--- src/rtl/pdw_pkg.sv ---
package pdw_pkg;

  localparam int FLT_N    = 7;
  localparam int FB_P1    = 0;
  localparam int FB_P2LO  = 1;
  localparam int FB_P2HI  = 2;
  localparam int FB_BUS   = 3;
  localparam int FB_ALE   = 4;
  localparam int FB_PSEN  = 5;
  localparam int FB_CTL   = 6;

  typedef enum logic [2:0] {
    S_RUN    = 3'd0,
    S_GATE   = 3'd1,
    S_OSCOFF = 3'd2,
    S_STBY   = 3'd3,
    S_WARM   = 3'd4,
    S_QUAL   = 3'd5
  } pd_state_e;

  typedef enum logic [1:0] {
    F_NONE  = 2'd0,
    F_PORTS = 2'd1,
    F_ALL   = 2'd2
  } fmode_e;

  typedef enum logic [1:0] {
    RES_CONT = 2'd0,
    RES_VEC  = 2'd1,
    RES_ZERO = 2'd2
  } resume_e;

  // Which pin groups a float mode releases, for the current fetch source.
  function automatic logic [FLT_N-1:0] float_map(fmode_e m, logic ext);
    logic [FLT_N-1:0] v;
    v = '0;
    case (m)
      F_PORTS: begin
        v[FB_P1]   = 1'b1;
        v[FB_P2HI] = 1'b1;
        v[FB_P2LO] = !ext;
        v[FB_BUS]  = !ext;
      end
      F_ALL: begin
        v[FB_P1]   = 1'b1;
        v[FB_P2HI] = 1'b1;
        v[FB_CTL]  = 1'b1;
        v[FB_P2LO] = !ext;
        v[FB_BUS]  = !ext;
        v[FB_ALE]  = !ext;
        v[FB_PSEN] = !ext;
      end
      default: v = '0;
    endcase
    return v;
  endfunction

endpackage

--- src/rtl/pdw_wake_qual.sv ---
module pdw_wake_qual #(
  parameter int ALE_NEED = 2
) (
  input  logic clk,
  input  logic rst,
  input  logic active,
  input  logic req,
  input  logic ale_tick,
  input  logic osc_stable,
  output logic done
);

  localparam int CNT_W = (ALE_NEED > 1) ? $clog2(ALE_NEED) : 1;
  localparam logic [CNT_W-1:0] LAST = CNT_W'(ALE_NEED - 1);

  logic [CNT_W-1:0] cnt_q;
  logic             step_ok;

  assign step_ok = ale_tick && osc_stable;
  assign done    = active && req && step_ok && (cnt_q == LAST);

  always_ff @(posedge clk) begin
    if (rst) begin
      cnt_q <= '0;
    end else if (!active || !req) begin
      cnt_q <= '0;
    end else if (step_ok) begin
      cnt_q <= done ? '0 : cnt_q + 1'b1;
    end
  end


  cnt_range_chk: assert property (@(posedge clk) disable iff (rst)
    cnt_q <= LAST);


  cnt_restart_chk: assert property (@(posedge clk) disable iff (rst)
    !req |=> cnt_q == '0);


  cnt_hold_unstable_chk: assert property (@(posedge clk) disable iff (rst)
    (active && req && !osc_stable) |=> $stable(cnt_q));

endmodule

--- src/rtl/pdw_float_ctl.sv ---
module pdw_float_ctl
  import pdw_pkg::*;
(
  input  logic             clk,
  input  logic             rst,
  input  logic             run,
  input  logic             op_flt,
  input  logic             op_fltt,
  input  logic             op_fres,
  input  logic             pin_cancel,
  input  logic             ext_rom,
  input  logic             stby_float,
  output logic [FLT_N-1:0] float_en
);

  fmode_e fmode_q, fmode_d;
  logic   cancel;

  assign cancel = pin_cancel || (run && op_fres);

  always_comb begin
    fmode_d = fmode_q;
    if (cancel) begin
      fmode_d = F_NONE;
    end else if (run && op_fltt) begin
      fmode_d = F_ALL;
    end else if (run && op_flt) begin
      fmode_d = F_PORTS;
    end
  end

  always_ff @(posedge clk) begin
    if (rst) begin
      fmode_q  <= F_NONE;
      float_en <= '0;
    end else begin
      fmode_q  <= fmode_d;
      float_en <= stby_float ? '1 : float_map(fmode_d, ext_rom);
    end
  end


  cancel_clears_chk: assert property (@(posedge clk) disable iff (rst)
    cancel |=> fmode_q == F_NONE);


  stby_all_float_chk: assert property (@(posedge clk) disable iff (rst)
    stby_float |=> &float_en);

endmodule

--- src/rtl/pdw_seq.sv ---
module pdw_seq
  import pdw_pkg::*;
(
  input  logic       clk,
  input  logic       rst,
  input  logic       op_halt,
  input  logic       op_stop,
  input  logic       req,
  input  logic       reset_n,
  input  logic       int_en,
  input  logic       in_isr,
  input  logic       stby_n,
  input  logic       osc_stable,
  input  logic       qual_done,
  output logic       run,
  output logic       in_qual,
  output logic       stby_float,
  output logic       osc_en,
  output logic       cpu_clk_en,
  output logic       resume_valid,
  output logic [1:0] resume_kind
);

  pd_state_e state_q, state_d;
  pd_state_e home_q, home_d;
  logic      fire;
  resume_e   kind_d;

  assign run     = (state_q == S_RUN);
  assign in_qual = (state_q == S_QUAL);
  assign fire    = in_qual && qual_done && stby_n;

  always_comb begin
    if (!reset_n) begin
      kind_d = RES_ZERO;
    end else if (int_en && !in_isr) begin
      kind_d = RES_VEC;
    end else begin
      kind_d = RES_CONT;
    end
  end

  always_comb begin
    home_d = home_q;
    if (state_q inside {S_RUN, S_GATE, S_OSCOFF}) begin
      home_d = state_q;
    end
  end

  always_comb begin
    state_d = state_q;
    if (!stby_n) begin
      state_d = S_STBY;
    end else begin
      case (state_q)
        S_RUN: begin
          if (op_stop) begin
            state_d = S_OSCOFF;
          end else if (op_halt) begin
            state_d = S_GATE;
          end
        end
        S_GATE, S_OSCOFF: begin
          if (req) begin
            state_d = S_QUAL;
          end
        end
        S_STBY: state_d = S_WARM;
        S_WARM: begin
          if (osc_stable) begin
            state_d = req ? S_QUAL : home_q;
          end
        end
        S_QUAL: begin
          if (!req) begin
            state_d = home_q;
          end else if (qual_done) begin
            state_d = S_RUN;
          end
        end
        default: state_d = S_RUN;
      endcase
    end
  end

  assign stby_float = (state_d == S_STBY) || (state_d == S_WARM);

  always_ff @(posedge clk) begin
    if (rst) begin
      state_q      <= S_RUN;
      home_q       <= S_RUN;
      osc_en       <= 1'b1;
      cpu_clk_en   <= 1'b1;
      resume_valid <= 1'b0;
      resume_kind  <= RES_CONT;
    end else begin
      state_q      <= state_d;
      home_q       <= home_d;
      osc_en       <= !((state_d == S_OSCOFF) || (state_d == S_STBY));
      cpu_clk_en   <= (state_d == S_RUN);
      resume_valid <= fire;
      if (fire) begin
        resume_kind <= kind_d;
      end
    end
  end


  osc_off_gates_cpu_chk: assert property (@(posedge clk) disable iff (rst)
    !osc_en |-> !cpu_clk_en);


  resume_single_chk: assert property (@(posedge clk) disable iff (rst)
    resume_valid |=> !resume_valid);


  resume_clk_on_chk: assert property (@(posedge clk) disable iff (rst)
    resume_valid |-> cpu_clk_en);


  qual_osc_on_chk: assert property (@(posedge clk) disable iff (rst)
    in_qual |-> osc_en);


  reset_priority_chk: assert property (@(posedge clk) disable iff (rst)
    (resume_valid && !$past(reset_n)) |-> resume_kind == RES_ZERO);


  stby_stops_chk: assert property (@(posedge clk) disable iff (rst)
    !stby_n |=> (!osc_en && !cpu_clk_en));


  halt_gate_chk: assert property (@(posedge clk) disable iff (rst)
    (run && op_halt && !op_stop && stby_n) |=> (osc_en && !cpu_clk_en));

endmodule

--- src/rtl/pd_wake_ctrl.sv ---
module pd_wake_ctrl
  import pdw_pkg::*;
#(
  parameter int ALE_NEED = 2
) (
  input  logic             clk,
  input  logic             rst,
  input  logic             op_halt,
  input  logic             op_stop,
  input  logic             op_flt,
  input  logic             op_fltt,
  input  logic             op_fres,
  input  logic             int_n,
  input  logic             reset_n,
  input  logic             stby_n,
  input  logic             int_en,
  input  logic             in_isr,
  input  logic             ext_rom,
  input  logic             osc_stable,
  input  logic             ale_tick,
  output logic             osc_en,
  output logic             cpu_clk_en,
  output logic [FLT_N-1:0] float_en,
  output logic             resume_valid,
  output logic [1:0]       resume_kind
);

  logic req;
  logic run;
  logic in_qual;
  logic stby_float;
  logic qual_done;

  assign req = !int_n || !reset_n;

  pdw_wake_qual #(.ALE_NEED(ALE_NEED)) u_qual (
    .clk        (clk),
    .rst        (rst),
    .active     (in_qual),
    .req        (req),
    .ale_tick   (ale_tick),
    .osc_stable (osc_stable),
    .done       (qual_done)
  );

  pdw_seq u_seq (
    .clk          (clk),
    .rst          (rst),
    .op_halt      (op_halt),
    .op_stop      (op_stop),
    .req          (req),
    .reset_n      (reset_n),
    .int_en       (int_en),
    .in_isr       (in_isr),
    .stby_n       (stby_n),
    .osc_stable   (osc_stable),
    .qual_done    (qual_done),
    .run          (run),
    .in_qual      (in_qual),
    .stby_float   (stby_float),
    .osc_en       (osc_en),
    .cpu_clk_en   (cpu_clk_en),
    .resume_valid (resume_valid),
    .resume_kind  (resume_kind)
  );

  pdw_float_ctl u_float (
    .clk        (clk),
    .rst        (rst),
    .run        (run),
    .op_flt     (op_flt),
    .op_fltt    (op_fltt),
    .op_fres    (op_fres),
    .pin_cancel (req),
    .ext_rom    (ext_rom),
    .stby_float (stby_float),
    .float_en   (float_en)
  );

endmodule

--- config.mk ---
export PLATFORM = sky130hd
export DESIGN_NAME = pd_wake_ctrl
export DESIGN_NICKNAME = d
export VERILOG_FILES = /design/src/rtl/pdw_pkg.sv /design/src/rtl/pdw_wake_qual.sv /design/src/rtl/pdw_float_ctl.sv /design/src/rtl/pdw_seq.sv /design/src/rtl/pd_wake_ctrl.sv
export SDC_FILE = /design/constraint.sdc
export NUM_CORES = 1
export LEC_CHECK = 0
export ABC_AREA = 1
export ABC_CLOCK_PERIOD_IN_PS = 3400
export CORE_MARGIN = 3
export CORE_UTILIZATION = 35
export DETAILED_ROUTE_END_ITERATION = 10
export SYNTH_ARGS = -nofsm -noshare
export SYNTH_HDL_FRONTEND = slang
export SYNTH_HIERARCHICAL = 1
export SYNTH_SLANG_ARGS = --single-unit
--- constraint.sdc ---
create_clock -name clk -period 3.4 [get_ports clk]
set_clock_uncertainty 0.05 [all_clocks]
set_input_delay 0.68 -clock clk [delete_from_list [all_inputs] [get_ports clk]]
set_output_delay 0.68 -clock clk [all_outputs]
set_load 0.005 [all_outputs]
**Yosys cells after proc, flatten, opt, wreduce, memory -nomap -nowiden**

Index checks and enable logic that the tools add are counted.
Widths: inputs -> output; s select.

- Register bits after elaboration: 21
- Input bits: 15
- Logic and storage cells: 66

- $add $sub $neg: 1
- Equal/unequal tests: 10
- Muxes and demuxes: 18
- Reductions and logical operators: 28

Operators by type and width:

| cell | count |
|---|---|
| $mux 3 | 9 |
| $pmux 3 s5 | 1 |
| $eq 3x2->1 const B | 4 |
| $logic_and 1x1->1 | 10 |
| $eq 3x3->1 const B | 3 |
| $mux 2 | 4 |
| $logic_not 1->1 | 7 |
| $mux 7 | 1 |
| $logic_not 3->1 | 2 |
| $reduce_or 2->1 | 3 |
| $logic_or 1x1->1 | 5 |
| $mux 4 | 1 |
| $eq 3x1->1 const B | 1 |
| $reduce_bool 3->1 | 1 |
| $eq 2x1->1 const B | 1 |
| $eq 2x2->1 const B | 1 |
| $mux 1 | 2 |
| $add 1x1->1 const B | 1 |

**Logic depth before layout (Yosys ltp)**

- Depth after elaboration: 12
- Gate-level depth with buffers: 17
- Mapped depth without buffers: 17

**Cells and area by module**

The synthesis kept the hierarchy.

By module, submodules not included:

| module | instances | cells each | area each (µm²) |
|---|---|---|---|
| pdw_seq | 1 | 104 | 631.9 |
| pdw_float_ctl | 1 | 33 | 259.0 |
| pdw_wake_qual | 1 | 10 | 61.3 |
| pd_wake_ctrl | 1 | 1 | 3.8 |

**Worst setup path before layout**

OpenSTA, ideal clock, no wires.

- Kind: input to register
- From: in int_n
- To: reg u_float.float_en[3]
- Library setup time: 58 ps
- Data arrival time: 2,022 ps
- Required time: 3,292 ps
- Setup slack: 1,270 ps
- Stages on the path: 14
- Path buffers: 0
- Cell sequence: nand2_1 > nand2_1 > nor2_1 > inv_1 > nand3_1 > nand2_1 > nand2_1 > o21ai_0 > nor2_1 > nand3_1 > nand2_1 > inv_2 > a21oi_2 > o21a_1

- Cells in the longest elaborated chain, start to end: 12
- Elaborated cells between the ends (all ways): 22
- Those cells by class: eq/ne (4); mux (10); reduce/logical (8)

RTL lines:

| item | line | source |
|---|---|---|
| from (decl) | pd_wake_ctrl.sv:13 | `input logic int_n,` |
| $logic_not 1->1 (*) | pd_wake_ctrl.sv:34 | `assign req = !int_n \|\| !reset_n;` |
| $logic_or 1x1->1 (*) | pd_wake_ctrl.sv:34 |  |
| $logic_and 1x1->1 (*) (3 in series) | pdw_wake_qual.sv:20 | `assign done = active && req && step_ok && (cnt_q == LAST);` |
| named net qual_done | pd_wake_ctrl.sv:32 | `logic qual_done;` |
| $mux 3 (*) | pdw_seq.sv:77 | `end else if (qual_done) begin` |
| $mux 3 (*) | pdw_seq.sv:75 | `if (!req) begin` |
| $pmux 3 s5 (*) | pdw_seq.sv:55 | `case (state_q)` |
| $mux 3 (*) | pdw_seq.sv:52 | `if (!stby_n) begin` |
| $eq 3x2->1 / $eq 3x3->1 (equally long branches) | pdw_seq.sv:86 | `assign stby_float = (state_d == S_STBY) \|\| (state_d == S_WARM);` |
| $logic_or 1x1->1 (*) | pdw_seq.sv:86 |  |
| named net stby_float | pd_wake_ctrl.sv:31 | `logic stby_float;` |
| $mux 7 (*) | pdw_float_ctl.sv:38 | `float_en <= stby_float ? '1 : float_map(fmode_d, ext_rom);` |
| to (signal assigned) | pdw_float_ctl.sv:38 |  |
| to (decl) | pdw_float_ctl.sv:13 | `output logic [FLT_N-1:0] float_en` |

Mark *: on every way through the listed nets, which the timed path passes. The rest lies on a longest branch.
A chain may end at the register's enable or synchronous reset.

**Worst setup path after layout**

- From: in reset_n
- To: reg u_float.float_en[5]

- Cells in the longest elaborated chain, start to end: 12
- Elaborated cells between the ends (all ways): 20
- Those cells by class: eq/ne (3); mux (10); reduce/logical (7)

RTL lines:

| item | line | source |
|---|---|---|
| from (decl) | pd_wake_ctrl.sv:14 | `input logic reset_n,` |
| $logic_not 1->1 (*) | - |  |
| $logic_or 1x1->1 (*) | pd_wake_ctrl.sv:34 |  |
| named net req | pd_wake_ctrl.sv:28 | `logic req;` |
| $logic_and 1x1->1 (*) (3 in series) | pdw_wake_qual.sv:20 |  |
| named net qual_done | pd_wake_ctrl.sv:32 |  |
| $mux 3 (*) | pdw_seq.sv:77 |  |
| $mux 3 (*) | pdw_seq.sv:75 |  |
| $pmux 3 s5 (*) | pdw_seq.sv:55 |  |
| $mux 3 (*) | pdw_seq.sv:52 |  |
| $eq 3x2->1 / $eq 3x3->1 (equally long branches) | pdw_seq.sv:86 |  |
| $logic_or 1x1->1 (*) | pdw_seq.sv:86 |  |
| named net stby_float | pd_wake_ctrl.sv:31 |  |
| $mux 7 (*) | pdw_float_ctl.sv:38 |  |

Marks and branches as above.

==> flow_summary.json <==
{
  "h-tree-depth": 1,
  "final-seq-area_um2": 360,
  "finalMaxSlewViolations": 0,
  "synth.cell_area_um2": 956,
  "via_per_inst": 4.80,
  "drtIter0Drc": 30,
  "ys_types": 24,
  "firstDrtPassIters": 5,
  "dp_hpwl_um": 1620,
  "cp-end-kind": "flip-flop",
  "status": "finished clean",
  "drv_cap": 0,
  "post-synth-top-count-cell": "nand2_1",
  "period_share_pct": 76.2,
  "crit_start": "reset_n",
  "numCtsBuffers": 3,
  "die_w_um": 58.3,
  "hold_class": "flip-flop to flip-flop",
  "synth-warning-count": 6,
  "chipHeight_um": 58.3,
  "via_count": 970,
  "synth_top_area_share_pct": 37.7,
  "initial_utilization_pct": 37.6,
  "critPathKind": "primary input to flip-flop",
  "drc": 0,
  "async_flop_share_pct": 0,
  "ios": 27,
  "drive_gt1_share_pct": 8.72,
  "multiInputGateArea_um2": 474,
  "grt_pass1_vias": 875,
  "grt_pass1_wl_um": 3610,
  "cts_tree": "built",
  "cp-start-kind": "primary input",
  "ys.flop_type": "dfxtp_1",
  "core-area_um2": 2540,
  "area_growth_pct": 30.5,
  "critical_path_peak_fanout": 9,
  "clkSinkCount": 18,
  "powerDensity_nw_per_um2": 391,
  "clk_pin_slew_ns": 0.10,
  "syn_avg_cell_area_um2": 6.46,
  "cts_setup_buffers": 0,
  "wl_per_cell_um": 10.7,
  "synth_cells": 148,
  "p_total_uw": 488,
  "place.gp.congestion": 0.842,
  "setup_viol": 0,
  "r2r_start": "u_seq/state_q[0]$_SDFF_PP0_",
  "grt_max_degree": 15,
  "synth_edf_count": 0,
  "relSlewSlack_pct": 61.8,
  "p_leak_nw": 0.573,
  "ys_ff_latch": 18,
  "grtUsageTotal_pct": 13.6,
  "grt.overflow.total": 0,
  "rsz0062_at_grt": "no",
  "synth_common_cells": "44 x nand2_1, 26 x nor2_1, 18 x dfxtp_1, 18 x inv_1, 11 x nand3_1",
  "worst_ep_required_time_ns": 3.60,
  "min_from": "u_seq/resume_kind[0]$_SDFFE_PP0P_",
  "fin_crit_ns": 2.59,
  "ys_seq_area_share_pct": 37.7,
  "fmax_ghz": 0.386,
  "nFillCells": 263,
  "cts_resized": 0,
  "cts-root-buf": "clkbuf_4",
  "insertion_delay_ns": 0.29,
  "dieArea_um2": 3390,
  "rows": 18,
  "ctsHoldBuffers": 0,
  "cts_max_path_buffers": 2,
  "worst_slack_ns": 0.811,
  "dp_slack_ns": 0.576,
  "diodes": 0,
  "finalNetCount": 189,
  "synthTopCellsByArea": "dfxtp_1 38%, nand2_1 17%, nor2_1 10%",
  "io_buffers": 26,
  "ir_drop_mv": 0.259,
  "hold_violations": 0,
  "antenna_found_initial": 0,
  "worst_pin_slew_ns": 0.571,
  "setup-tns-final_ns": 0,
  "yosys.area.top_type": "dfxtp_1",
  "drt_wl_total_um": 2160,
  "synth_nets": 164,
  "final_antenna_net_count": 0,
  "worstPathArrival_ns": 2.79
}
-- through the flow --
stage                     hold WS (ns)  std cells  cell area, um2  utilization (%)
after CTS                        0.424        202            1250             49.0
after global routing             0.447        202            1250             49.0
after detailed placement         0.409        198            1210             47.6
after global placement           0.405        198            1210             47.6
after floorplan                  0.387        148             956                -
final                            0.426        202            1250             49.0
-- metal layers --
layer / global-route usage [%] / vias to the layer above / part of all wire [%]
met5: 0 / - / 0
met2: 21.5 / 40 / 45
met3: 3.79 / 6 / 7.4
met4: 4.97 / 0 / 1.3
met1: 17.5 / 420 / 46
li1: - / 504 / -
-- path summary, 6_finish.rpt --
path	endpoint	cells after the start	slack, ns
max	u_float/float_en[5]$_SDFF_PP0_	15	0.81
min	u_seq/resume_kind[0]$_SDFFE_PP0P_	2	0.43
max reg2reg	u_float/float_en[5]$_SDFF_PP0_	15	1.06
min reg2reg	u_seq/resume_kind[0]$_SDFFE_PP0P_	2	0.43
-- registers in the layout, summed over array words and instances, names as in the netlist --
register	flops
u_float/float_en	4
u_float/fmode_q	2
u_qual/cnt_q	1
u_seq/cpu_clk_en	1
u_seq/home_q	3
u_seq/osc_en	1
u_seq/resume_kind	2
u_seq/resume_valid	1
u_seq/state_q	3
-- power breakdown --
group	leakage, nW	switching [mW]	internal [mW]
registers	0.148	0.0106	0.224
logic	0.404	0.0625	0.0587
clock network	0.0210	0.0661	0.0653
-- logic make-up (layout without fill, tap and decap cells) --
kind of cell,Yosys count,count (layout),share of synthesized area (%)
and+or+nand+nor,94,94,42.3
buffers and inverters,27,51,12.7
DFF,18,18,37.7
AOI/OAI and AO/OA,8,8,6.02
adders and majority gates,1,1,1.31
-- cell type report --
class	instances	share of cell area, %
multi-input cells	103	38.0
flip-flops and latches	18	28.9
repair buffers	26	20.9
inverters	21	6.32
well taps	30	3.01
clock buffers	4	2.91
-- worst max-delay path, cell delays in order --
cell and delay [ns]:
clkdlybuf4s50_1 0.43, nand2_1 0.24, nand2_1 0.08, nor2_1 0.20, inv_1 0.08, nand3_1 0.07, nand2_1 0.06, nand2_1 0.09
o21ai_0 0.08, nor2_1 0.21, nand3_1 0.11, nand2_1 0.15, nor2_1 0.07, nor2_2 0.10, o21a_1 0.13
-- cells in the final DEF, fill, tap and decap left out --
cell type / n
a21oi_1: 1
a21oi_2: 2
a31oi_1: 1
clkbuf_4: 3
clkbuf_8: 1
clkdlybuf4s50_1: 26
dfxtp_1: 18
ha_1: 1
inv_1: 18
inv_2: 3
nand2_1: 44
nand2_2: 1
nand3_1: 11
nand3_2: 1
nand3b_1: 2
nand4_1: 1
nor2_1: 26
nor2_2: 2
nor2_4: 1
nor3_1: 5
o21a_1: 2
o21ai_0: 1
o21ai_2: 1
(Power assumes the default switching activity.)
